`config.mk`:
```
export PLATFORM = sky130hd
export DESIGN_NAME = sixfire_seq
export DESIGN_NICKNAME = d
export VERILOG_FILES = /design/src/rtl/sixfire_pkg.sv /design/src/rtl/sixfire_zc_edge.sv /design/src/rtl/sixfire_period_meter.sv /design/src/rtl/sixfire_deg_div.sv /design/src/rtl/sixfire_sequencer.sv /design/src/rtl/sixfire_seq.sv
export SDC_FILE = /design/constraint.sdc
export NUM_CORES = 1
export LEC_CHECK = 0
export ABC_AREA = 1
export CAP_MARGIN = 25
export CELL_PAD_IN_SITES_DETAIL_PLACEMENT = 0
export CELL_PAD_IN_SITES_GLOBAL_PLACEMENT = 1
export CORE_ASPECT_RATIO = 0.9
export CORE_MARGIN = 2
export CORE_UTILIZATION = 40
export CTS_BUF_LIST = sky130_fd_sc_hd__clkbuf_4 sky130_fd_sc_hd__clkbuf_8 sky130_fd_sc_hd__clkbuf_16
export CTS_CLUSTER_DIAMETER = 40
export CTS_CLUSTER_SIZE = 12
export DETAILED_ROUTE_END_ITERATION = 12
export PLACE_DENSITY = 0.7
export SETUP_SLACK_MARGIN = 0.3
export SLEW_MARGIN = 20
export SYNTH_ARGS = -nofsm -noshare
export SYNTH_HDL_FRONTEND = slang
export SYNTH_SLANG_ARGS = --single-unit
```
`constraint.sdc`:
```
create_clock -name clk -period 7.9 [get_ports clk]
set_input_delay 1.185 -clock clk [delete_from_list [all_inputs] [get_ports clk]]
set_output_delay 1.185 -clock clk [all_outputs]
set_load 0.03 [all_outputs]
```
`src/rtl/sixfire_pkg.sv`:
```
package sixfire_pkg;
  localparam int unsigned DEG_PER_TURN = 360;
  localparam int unsigned PHASE_STEP   = 60;
  localparam int unsigned NUM_GATES    = 6;
  localparam int unsigned MAX_DELAY    = 359;
  localparam int unsigned LAST_ANGLE   = MAX_DELAY + (NUM_GATES - 1) * PHASE_STEP;

  typedef enum logic {
    SQ_IDLE = 1'b0,
    SQ_RUN  = 1'b1
  } seq_state_e;
endpackage

```
`src/rtl/sixfire_zc_edge.sv`:
```
module sixfire_zc_edge (
  input  logic clk,
  input  logic rst_n,
  input  logic zc_in,
  output logic zc_evt
);
  logic [2:0] sh_q, sh_d;

  always_comb begin
    sh_d = {sh_q[1:0], zc_in};
  end

  always_ff @(posedge clk or negedge rst_n) begin
    if (!rst_n) sh_q <= '0;
    else        sh_q <= sh_d;
  end

  // stage 1 is the second synchroniser flop, stage 2 its delayed copy
  assign zc_evt = sh_q[1] & ~sh_q[2];

  // a held level yields one reference event only
  a_r2_single_event: assert property (@(posedge clk) disable iff (!rst_n)
    zc_evt |=> !zc_evt);
endmodule

```
`src/rtl/sixfire_period_meter.sv`:
```
module sixfire_period_meter #(
  parameter int TMR_W   = 24,
  parameter int PER_MIN = 250000,
  parameter int PER_MAX = 500000
) (
  input  logic             clk,
  input  logic             rst_n,
  input  logic             zc_evt,
  output logic [TMR_W-1:0] period_o,
  output logic             valid_o,
  output logic             div_start_o,
  output logic             div_clear_o
);
  localparam logic [TMR_W-1:0] WIN_LO = TMR_W'(PER_MIN);
  localparam logic [TMR_W-1:0] WIN_HI = TMR_W'(PER_MAX);

  logic [TMR_W-1:0] tmr_q, tmr_d, cap_q, cap_d, per_q, per_d, delta;
  logic have_q, have_d, val_q, val_d, start_q, start_d, clr_q, clr_d, in_win;

  always_comb begin
    delta   = tmr_q - cap_q;
    in_win  = (delta >= WIN_LO) && (delta <= WIN_HI);
    tmr_d   = tmr_q + TMR_W'(1);
    cap_d   = cap_q;
    have_d  = have_q;
    per_d   = per_q;
    val_d   = val_q;
    start_d = 1'b0;
    clr_d   = 1'b0;
    if (zc_evt) begin
      cap_d  = tmr_q;
      have_d = 1'b1;
      if (have_q) begin
        per_d   = delta;
        val_d   = in_win;
        start_d = in_win;
        clr_d   = !in_win;
      end
    end
  end

  always_ff @(posedge clk or negedge rst_n) begin
    if (!rst_n) begin
      tmr_q   <= '0;
      cap_q   <= '0;
      per_q   <= '0;
      have_q  <= 1'b0;
      val_q   <= 1'b0;
      start_q <= 1'b0;
      clr_q   <= 1'b0;
    end else begin
      tmr_q   <= tmr_d;
      cap_q   <= cap_d;
      per_q   <= per_d;
      have_q  <= have_d;
      val_q   <= val_d;
      start_q <= start_d;
      clr_q   <= clr_d;
    end
  end

  assign period_o    = per_q;
  assign valid_o     = val_q;
  assign div_start_o = start_q;
  assign div_clear_o = clr_q;

  // the period register only moves right after a reference
  a_r3_period_on_ref: assert property (@(posedge clk) disable iff (!rst_n)
    !$stable(per_q) |-> $past(zc_evt));

  // the flag never vouches for an out-of-window period
  a_r4_valid_window: assert property (@(posedge clk) disable iff (!rst_n)
    val_q |-> (per_q >= WIN_LO && per_q <= WIN_HI));
endmodule

```
`src/rtl/sixfire_deg_div.sv`:
```
module sixfire_deg_div #(
  parameter int W = 24
) (
  input  logic         clk,
  input  logic         rst_n,
  input  logic         start_i,
  input  logic         clear_i,
  input  logic [W-1:0] dividend_i,
  output logic [W-1:0] deg_len_o,
  output logic         ok_o
);
  import sixfire_pkg::*;

  localparam logic [W-1:0] TURN = W'(DEG_PER_TURN);

  logic         busy_q, busy_d, ok_q, ok_d;
  logic [W-1:0] rem_q, rem_d, quo_q, quo_d, len_q, len_d, dvd_q, dvd_d;

  always_comb begin
    busy_d = busy_q;
    ok_d   = ok_q;
    rem_d  = rem_q;
    quo_d  = quo_q;
    len_d  = len_q;
    dvd_d  = dvd_q;
    if (start_i) begin
      rem_d  = dividend_i;
      dvd_d  = dividend_i;
      quo_d  = '0;
      busy_d = 1'b1;
      ok_d   = 1'b0;
    end else if (clear_i) begin
      busy_d = 1'b0;
      ok_d   = 1'b0;
    end else if (busy_q) begin
      if (rem_q >= TURN) begin
        rem_d = rem_q - TURN;
        quo_d = quo_q + W'(1);
      end else begin
        len_d  = quo_q;
        ok_d   = 1'b1;
        busy_d = 1'b0;
      end
    end
  end

  always_ff @(posedge clk or negedge rst_n) begin
    if (!rst_n) begin
      busy_q <= 1'b0;
      ok_q   <= 1'b0;
      rem_q  <= '0;
      quo_q  <= '0;
      len_q  <= '0;
      dvd_q  <= '0;
    end else begin
      busy_q <= busy_d;
      ok_q   <= ok_d;
      rem_q  <= rem_d;
      quo_q  <= quo_d;
      len_q  <= len_d;
      dvd_q  <= dvd_d;
    end
  end

  assign deg_len_o = len_q;
  assign ok_o      = ok_q;

  logic [W+9:0] chk_prod, chk_dvd;
  assign chk_prod = (W+10)'(len_q) * (W+10)'(DEG_PER_TURN);
  assign chk_dvd  = (W+10)'(dvd_q);

  // a published degree length is the floor of period / 360
  a_r5_floor_quotient: assert property (@(posedge clk) disable iff (!rst_n)
    ok_q |-> (chk_prod <= chk_dvd) && (chk_dvd - chk_prod < (W+10)'(DEG_PER_TURN)));
endmodule

```
`src/rtl/sixfire_sequencer.sv`:
```
module sixfire_sequencer #(
  parameter int W       = 24,
  parameter int DEG_W   = 9,
  parameter int PULSE_W = 20
) (
  input  logic             clk,
  input  logic             rst_n,
  input  logic             zc_evt,
  input  logic             arm_i,
  input  logic [W-1:0]     deg_len_i,
  input  logic [DEG_W-1:0] delay_i,
  output logic [5:0]       fire_o
);
  import sixfire_pkg::*;

  localparam int ANG_W = $clog2(LAST_ANGLE + 2);
  localparam int PW_W  = $clog2(PULSE_W + 1);

  seq_state_e       st_q, st_d;
  logic [W-1:0]     cyc_q, cyc_d, len_q, len_d;
  logic [ANG_W-1:0] ang_q, ang_d, tgt_q, tgt_d, dly_c;
  logic [2:0]       idx_q, idx_d;
  logic [5:0]       fire_q, fire_d;
  logic [PW_W-1:0]  wcnt_q, wcnt_d;
  logic [31:0]      dly_w;
  logic             fire_now, tick_end;

  always_comb begin
    dly_w    = 32'(delay_i);
    dly_c    = (dly_w > MAX_DELAY) ? ANG_W'(MAX_DELAY) : ANG_W'(dly_w);
    tick_end = (cyc_q == len_q - W'(1));
    fire_now = (st_q == SQ_RUN) && (cyc_q == '0) && (ang_q == tgt_q);

    st_d  = st_q;
    cyc_d = cyc_q;
    len_d = len_q;
    ang_d = ang_q;
    tgt_d = tgt_q;
    idx_d = idx_q;
    case (st_q)
      SQ_IDLE: begin
        if (zc_evt && arm_i) begin
          st_d  = SQ_RUN;
          cyc_d = '0;
          ang_d = '0;
          idx_d = '0;
          tgt_d = dly_c;
          len_d = deg_len_i;
        end
      end
      default: begin
        if (tick_end) begin
          cyc_d = '0;
          ang_d = ang_q + ANG_W'(1);
        end else begin
          cyc_d = cyc_q + W'(1);
        end
        if (fire_now) begin
          idx_d = idx_q + 3'd1;
          tgt_d = tgt_q + ANG_W'(PHASE_STEP);
          if (idx_q == 3'(NUM_GATES - 1)) st_d = SQ_IDLE;
        end
      end
    endcase

    fire_d = fire_q;
    wcnt_d = wcnt_q;
    if (fire_now) begin
      fire_d = 6'(1) << idx_q;
      wcnt_d = PW_W'(PULSE_W - 1);
    end else if (|fire_q) begin
      if (wcnt_q == '0) fire_d = '0;
      else              wcnt_d = wcnt_q - PW_W'(1);
    end
  end

  always_ff @(posedge clk or negedge rst_n) begin
    if (!rst_n) begin
      st_q   <= SQ_IDLE;
      cyc_q  <= '0;
      len_q  <= '0;
      ang_q  <= '0;
      tgt_q  <= '0;
      idx_q  <= '0;
      fire_q <= '0;
      wcnt_q <= '0;
    end else begin
      st_q   <= st_d;
      cyc_q  <= cyc_d;
      len_q  <= len_d;
      ang_q  <= ang_d;
      tgt_q  <= tgt_d;
      idx_q  <= idx_d;
      fire_q <= fire_d;
      wcnt_q <= wcnt_d;
    end
  end

  assign fire_o = fire_q;

  // never two gate lines at once
  a_r8_one_line: assert property (@(posedge clk) disable iff (!rst_n)
    $onehot0(fire_q));

  // a pulse only starts on a degree boundary of a running sequence
  a_r6_rise_on_degree: assert property (@(posedge clk) disable iff (!rst_n)
    $rose(|fire_q) |-> $past(st_q == SQ_RUN && cyc_q == '0));

  // the clamped angle keeps every target inside the last legal angle
  a_r9_target_bound: assert property (@(posedge clk) disable iff (!rst_n)
    (st_q == SQ_RUN) |-> (tgt_q <= ANG_W'(LAST_ANGLE)));

  // the latched degree length holds for the whole sequence
  a_r10_len_held: assert property (@(posedge clk) disable iff (!rst_n)
    (st_q == SQ_RUN && $past(st_q == SQ_RUN)) |-> $stable(len_q));
endmodule

```
`src/rtl/sixfire_seq.sv`:
```
module sixfire_seq #(
  parameter int TMR_W   = 24,
  parameter int DEG_W   = 9,
  parameter int PULSE_W = 20,
  parameter int PER_MIN = 250000,
  parameter int PER_MAX = 500000
) (
  input  logic             clk,
  input  logic             rst_n,
  input  logic             zc_in,
  input  logic [DEG_W-1:0] delay_deg,
  output logic [5:0]       fire_out,
  output logic             period_valid,
  output logic [TMR_W-1:0] period_out
);
  logic [1:0]       rs_q;
  logic             rst_int_n;
  logic             zc_evt, val, dstart, dclr, dok;
  logic [TMR_W-1:0] per, dlen;

  always_ff @(posedge clk or negedge rst_n) begin
    if (!rst_n) rs_q <= '0;
    else        rs_q <= {rs_q[0], 1'b1};
  end
  assign rst_int_n = rs_q[1];

  sixfire_zc_edge u_zc (
    .clk    (clk),
    .rst_n  (rst_int_n),
    .zc_in  (zc_in),
    .zc_evt (zc_evt)
  );

  sixfire_period_meter #(
    .TMR_W   (TMR_W),
    .PER_MIN (PER_MIN),
    .PER_MAX (PER_MAX)
  ) u_meter (
    .clk         (clk),
    .rst_n       (rst_int_n),
    .zc_evt      (zc_evt),
    .period_o    (per),
    .valid_o     (val),
    .div_start_o (dstart),
    .div_clear_o (dclr)
  );

  sixfire_deg_div #(.W(TMR_W)) u_div (
    .clk        (clk),
    .rst_n      (rst_int_n),
    .start_i    (dstart),
    .clear_i    (dclr),
    .dividend_i (per),
    .deg_len_o  (dlen),
    .ok_o       (dok)
  );

  sixfire_sequencer #(
    .W       (TMR_W),
    .DEG_W   (DEG_W),
    .PULSE_W (PULSE_W)
  ) u_seq (
    .clk       (clk),
    .rst_n     (rst_int_n),
    .zc_evt    (zc_evt),
    .arm_i     (val & dok),
    .deg_len_i (dlen),
    .delay_i   (delay_deg),
    .fire_o    (fire_out)
  );

  assign period_valid = val;
  assign period_out   = per;

  // firing requires a valid measurement
  a_r4_fire_needs_valid: assert property (@(posedge clk) disable iff (!rst_int_n)
    $rose(|fire_out) && $past(zc_evt, 2) |-> $past(val, 2));
endmodule

```
==> impl_metrics.json, run 1 <==
{
  "ant_nets": 0,
  "final.setup.tns_ps": 0,
  "vdd_drop_max_mv": 0.170,
  "cts_setup_buffers": 0,
  "track_usage_pct": 20.3,
  "gp_congestion": 0.831,
  "ys_warn_count": 0,
  "numCtsBuffers": 40,
  "drt_pass1_iterations": 7,
  "outcome": "complete, no violations",
  "multiInputGateArea_sq_um": 6760,
  "endpoint_kind": "register",
  "syn_to_final_growth_pct": 16.5,
  "fillCellCount": 3475,
  "period_share_pct": 42.6,
  "ios": 43,
  "antenna_found_initial": 0,
  "synthArstFlopShare_pct": 100,
  "setup_viol": 0,
  "grt_setup_unrepaired": "no",
  "coreArea_sq_um": 34000,
  "synth_seq_cells": 235,
  "power.switching_uw": 1030,
  "synth_edf_count": 0,
  "clk_latency_ps": 530,
  "drv_slew": 0,
  "synth_area_sq_um": 13800,
  "port_buffers": 42,
  "p_int_uw": 2560,
  "wl_per_cell_um": 14.8,
  "viasPerCell": 4.94,
  "finish.net_count": 1937,
  "whs_ps": 204,
  "ctsRootBufferMaster": "clkbuf_16",
  "grt_pass1_wl_mm": 59.1,
  "start_util_pct": 40.6,
  "p_sw_share_pct": 28.7,
  "tightest_slew_ps": 950,
  "postSynthCellCount": 1837,
  "dp_hpwl_mm": 25.8,
  "synth_cell_types": 53,
  "cellPowerDensity_nw_per_um2": 224,
  "cts_hold_buf": 0,
  "dieArea_sq_um": 36000,
  "hold_viol_final": 0,
  "ys_seq_area_share_pct": 42.6,
  "fmax_ghz": 0.297,
  "crit_fanout": 46,
  "critPathKind": "register to register",
  "dieWidth_um": 200,
  "cts_tree": "built",
  "rows": 64,
  "syn_nets": 1888,
  "fin_skew_ps": 17.2,
  "final_common_cell": "nand2_1",
  "ctsLongestPathBuffers": 3,
  "maxSlewHeadroom_pct": 36.7,
  "maxCapViolations": 0,
  "layout_common_cells": "nand2_1, inv_1, dfrtp_1",
  "num_vias": 11700,
  "grt_pass1_vias": 11500,
  "diodes": 0,
  "htreeDepth": 2,
  "utilization_pct": 47.3,
  "regArea_sq_um": 5880,
  "drc_errors": 0,
  "finalWirelength_mm": 35.3,
  "ctsResizeCount": 0,
  "overflow": 0,
  "cts.clk_slew.worst_paths_ps": 50,
  "synth-main-ff-cell": "dfrtp_1",
  "drt-initial-drc-count": 517,
  "avgSynthCellArea_sq_um": 7.51,
  "p_leak_uw": 0.00804,
  "clkPwrFrac_pct": 48.0,
  "clkSinkCount": 235,
  "cp.arrival_ps": 3760,
  "layout-drive-gt1-share_pct": 6.62,
  "period_minus_slack_ps": 3360,
  "start_kind": "register",
  "hold_class": "register to async pin",
  "seqPwrFrac_pct": 38.5,
  "critical_path_required_ps": 8300,
  "grt_max_degree": 167,
  "die_h_um": 180,
  "p_comb_share_pct": 13.5
}
==> flip-flops by register name, indices dropped and copies added, names as in the netlist, 2 cells and up <==
signal and flops:
u_seq.len_q 24, u_seq.ang_q 10, u_div.quo_q 24, u_meter.cap_q 24
u_div.rem_q 21, u_seq.fire_o 6, u_meter.tmr_q 24, u_seq.cyc_q 24
u_seq.idx_q 3, u_seq.tgt_q 10, u_div.deg_len_o 24, u_meter.period_o 24
rs_q 2, u_zc.sh_q 3, u_seq.wcnt_q 5
==> cells by family after synthesis <==
| kind of cell | after synthesis | share of synthesized area (%) |
|---|---|---|
| XOR/XNOR | 108 | 6.85 |
| flip-flops | 235 | 42.6 |
| other | 1 | 0.0272 |
| adder cells (fa/ha/maj) | 39 | 3.59 |
| AO/OA/AOI/OAI | 223 | 9.01 |
| multiplexers | 2 | 0.163 |
| AND/OR/NAND/NOR | 926 | 29.3 |
| buffers and inverters | 303 | 8.44 |
==> through the flow <==
stage / area, sq um / power (uW) / std cells / worst slack, ps
final: 16100 / 3600 / 2379 / 4540
after global placement: 14700 / 1880 / 2304 / 4580
after detailed placement: 14700 / 1890 / 2304 / 4500
after CTS: 16000 / 3650 / 2377 / 4490
after global routing: 16100 / 3770 / 2379 / 4110
after floorplan: 13800 / 1720 / 1837 / 866
==> synth_stat cells (3+ instances only) <==
cell type / instances / area [sq um]
a31oi_1: 5 / 31.3
o221ai_1: 3 / 26.3
ha_1: 38 / 475
o21ai_1: 13 / 65.1
o21a_1: 3 / 22.5
o311ai_0: 3 / 26.3
or2_2: 4 / 25.0
nand3b_1: 10 / 75.1
nor4_1: 15 / 93.8
nor3_2: 8 / 80.1
nor3b_1: 4 / 30.0
o22ai_1: 4 / 25.0
inv_1: 248 / 931
clkinv_1: 3 / 11.3
xnor2_1: 33 / 289
nor3_1: 29 / 145
o21ai_0: 119 / 596
nand3_2: 3 / 30.0
buf_2: 7 / 35.0
nand4_1: 51 / 319
xor2_1: 75 / 657
nor2_2: 8 / 50.1
nor2_1: 160 / 601
o21bai_1: 4 / 30.0
dfrtp_1: 235 / 5880
a221oi_1: 3 / 26.3
clkbuf_1: 33 / 124
a21oi_1: 43 / 215
inv_2: 7 / 26.3
nand3_1: 110 / 551
nand2_2: 5 / 31.3
o211ai_1: 13 / 97.6
nand2_1: 509 / 1910
==> layout make-up <==
cell class,instances,area share [%]
inverter,258,6.03
sequential,235,36.6
tap,462,3.60
timing repair buffer,52,3.33
multi-input combinational,1299,42.0
clock buffer,46,6.70
clock inverter,27,1.70
==> power groups by stage <==
stage / Clock (uW) / Sequential (uW) / Combinational, uW
final: 1730 / 1380 / 486
after global routing: 1820 / 1400 / 551
after CTS: 1770 / 1390 / 484
after detailed placement: 0 / 1410 / 481
after global placement: 0 / 1410 / 475
after floorplan: 0 / 1440 / 282
==> worst max-delay path, stage by stage (launching register included) <==
cell and delay [ps]:
dfrtp_1 360, nor2_2 100, buf_4 360, nand3_1 180, nor2_2 120, buf_4 340
clkinv_1 680, nand2_1 700, nand3_1 160, xor2_1 160, nor2_1 50
==> worst paths after layout <==
path | from | end | slack [ps] | cells after the start
max | u_zc.sh_q[2]$_DFF_PN0_ | u_seq.tgt_q[9]$_DFFE_PN0P_ | 4540 | 10
min | rs_q[1]$_DFF_PN0_ | u_seq.cyc_q[12]$_DFFE_PN0P_ | 200 | 0
max reg2reg | u_zc.sh_q[2]$_DFF_PN0_ | u_seq.tgt_q[9]$_DFFE_PN0P_ | 4540 | 10
min reg2reg | rs_q[1]$_DFF_PN0_ | u_seq.cyc_q[12]$_DFFE_PN0P_ | 200 | 0
max in group asynchronous | rs_q[1]$_DFF_PN0_ | u_seq.wcnt_q[0]$_DFFE_PN0P_ | 6170 | 2
min in group clk | rs_q[0]$_DFF_PN0_ | rs_q[1]$_DFF_PN0_ | 340 | 0
==> per-layer routing <==
| metal | vias to the layer above | track usage, % | part of all wire [%] |
|---|---|---|---|
| met5 | - | 0 | 0 |
| met2 | 199 | 34.5 | 48 |
| met1 | 5478 | 26.8 | 46 |
| met3 | 52 | 3.33 | 3.8 |
| met4 | 0 | 5.13 | 2.1 |
| li1 | 6012 | - | - |
(Power assumes the default switching activity.)
==> run 2, diff against run 1 <==
Clock period 7.9 ns to 3.1 ns, I/O delays scaled along.
==> run 2 against run 1 <==
  * Sequential share of layout area shrank 0.81 points
  * Via count grew 1.2%
  * Final cell count grew 0.88%
  * Register-to-register slack lost 4000 ps
  * Global-route usage grew 0.86 points
==> impl_metrics.json, run 2 (synthesis gave the netlist of run 1 again) <==
{
  "dieArea_sq_um": 36000,
  "port_buffers": 42,
  "period_share_pct": 83.7,
  "setup_viol": 0,
  "critPathSlowestCell": "dfrtp_2",
  "placed_cell_area_sq_um": 14900,
  "final.setup.tns_ps": 0,
  "coreArea_sq_um": 34000,
  "crit_fanout": 24,
  "ant_nets": 0,
  "drv_slew": 0,
  "antenna_found_initial": 0,
  "track_usage_pct": 21.1,
  "start_util_pct": 40.6,
  "drc_errors": 0,
  "wl_per_cell_um": 15.1,
  "p_comb_share_pct": 13.0,
  "ctsLongestPathBuffers": 3,
  "drt-initial-drc-count": 644,
  "syn_to_final_growth_pct": 19.1,
  "power.switching_uw": 2670,
  "finalWirelength_mm": 36.2,
  "vdd_drop_max_mv": 0.445,
  "ios": 43,
  "rows": 64,
  "start_kind": "register",
  "viasPerCell": 4.95,
  "tightest_slew_ps": 620,
  "p_sw_share_pct": 27.8,
  "pre_cts_slack_ps": 427,
  "startpoint": "u_seq.len_q[0]$_DFFE_PN0P_",
  "numCtsBuffers": 42,
  "grt_max_degree": 58,
  "htreeDepth": 2,
  "die_h_um": 180,
  "cts_tree": "built",
  "endpoint_kind": "register",
  "fin_skew_ps": 16.3,
  "finalWorstSetupSlack_ps": 507,
  "gp_congestion": 0.838,
  "finish.net_count": 1957,
  "layout-drive-gt1-share_pct": 8.88,
  "maxCapViolations": 0,
  "ctsRootBufferMaster": "clkbuf_16",
  "overflow": 0,
  "p_leak_uw": 0.00823,
  "cts.clk_slew.worst_paths_ps": 40,
  "period_minus_slack_ps": 2590,
  "clkSinkCount": 235,
  "clkPwrFrac_pct": 50.2,
  "final_common_cell": "nand2_1",
  "grt_pass1_vias": 11900,
  "grt_pass1_wl_mm": 61.3,
  "layout_common_cells": "nand2_1, inv_1, dfrtp_1",
  "cp.arrival_ps": 3000,
  "fmax_ghz": 0.386,
  "dieWidth_um": 200,
  "worstPathCellList": "inv_2 -> ha_2 -> nand3_2 -> nor2_4 -> nand2_1 -> nor2_2 -> nand3_1 -> xor2_1 -> clkinv_1 -> nand2_1 -> nor3_2 -> nand3_2 -> buf_4 -> o211ai_1 -> o21ai_0",
  "cpPeakStageDelay_ps": 450,
  "num_vias": 11900,
  "p_int_uw": 6930,
  "critical_path_required_ps": 3510,
  "maxSlewHeadroom_pct": 58.6,
  "diodes": 0,
  "grt_setup_unrepaired": "yes",
  "clk_latency_ps": 540,
  "seqPwrFrac_pct": 36.8,
  "drt_pass1_iterations": 5,
  "critPathKind": "register to register",
  "cellPowerDensity_nw_per_um2": 584,
  "hold_class": "input port to async pin",
  "hold_viol_final": 0,
  "rr_startpoint": "u_seq.len_q[0]$_DFFE_PN0P_",
  "stdcell_area_sq_um": 16400,
  "outcome": "complete, no violations",
  "dp_hpwl_mm": 26.8
}
==> run 2: changes by cell type in the layout (fill, tap and decap cells not counted), moves of 5 or more <==
cell     change
nand3_1      -5
ha_2         +5
nand3_2      +5
buf_4       +16
ha_1         -5
nor2_1       -6
==> run 2: final cells by class <==
type	instances	area, sq um
sequential	235	5890
clock buffer	50	1150
clock inverter	26	327
inverter	258	968
multi-input combinational	1299	6860
tap	462	578
fill	3488	17500
timing repair buffer	70	679
==> run 2: power by group through the flow <==
stage | clock (uW) | sequential (uW) | combinational [uW]
final | 4820 | 3530 | 1250
after global routing | 5060 | 3570 | 1430
after CTS | 4930 | 3540 | 1250
after detailed placement | 0 | 3580 | 1250
after global placement | 0 | 3580 | 1230
after floorplan | 0 | 3680 | 717
==> run 2: worst paths after layout <==
kind                                          endpoint  slack [ps]  cells past startpoint
max                        u_seq.cyc_q[12]$_DFFE_PN0P_         510                     15
min                                  rs_q[1]$_DFF_PN0_         100                      1
max reg2reg                u_seq.cyc_q[12]$_DFFE_PN0P_         510                     15
min reg2reg                 u_seq.cyc_q[3]$_DFFE_PN0P_         310                      0
max in group asynchronous  u_seq.len_q[13]$_DFFE_PN0P_        2040                      1
min in group clk                     rs_q[1]$_DFF_PN0_         350                      0
==> run 2: routing by layer <==
layer	up-vias	part of all wire, %	global-route usage, %
li1	6048	-	-
met1	5600	45	27.2
met2	167	49	36.9
met3	63	3.5	3.18
met4	0	2.4	5.57
met5	-	0	0
==> run 2: timing repair <==
item / CTS / global route
gates resized for setup: 0 / 30
hold buffers: 0 / 0
buffers inserted: 0 / 1
endpoints found under the setup margin: 0 / 38
==> run 2: stage by stage <==
stage | cells | power (uW) | util [%] | hold WS, ps
global route | 2400 | 10100 | 48.4 | 96.6
CTS | 2399 | 9720 | 48.1 | 77.4
detailed placement | 2323 | 4830 | 43.8 | 340
floorplan | 1837 | 4390 | - | 169
global placement | 2322 | 4820 | 43.7 | 335
finish | 2400 | 9600 | 48.4 | 95.9
==> run 2: worst max-delay path, delay by kind of cell, from the launching register on <==
family	cells	cell delay, ps
buf+inv	3	380
xor+xnor	1	150
flops	1	450
fa+ha+maj	1	220
simple gates	8	1060
compound gates	2	200
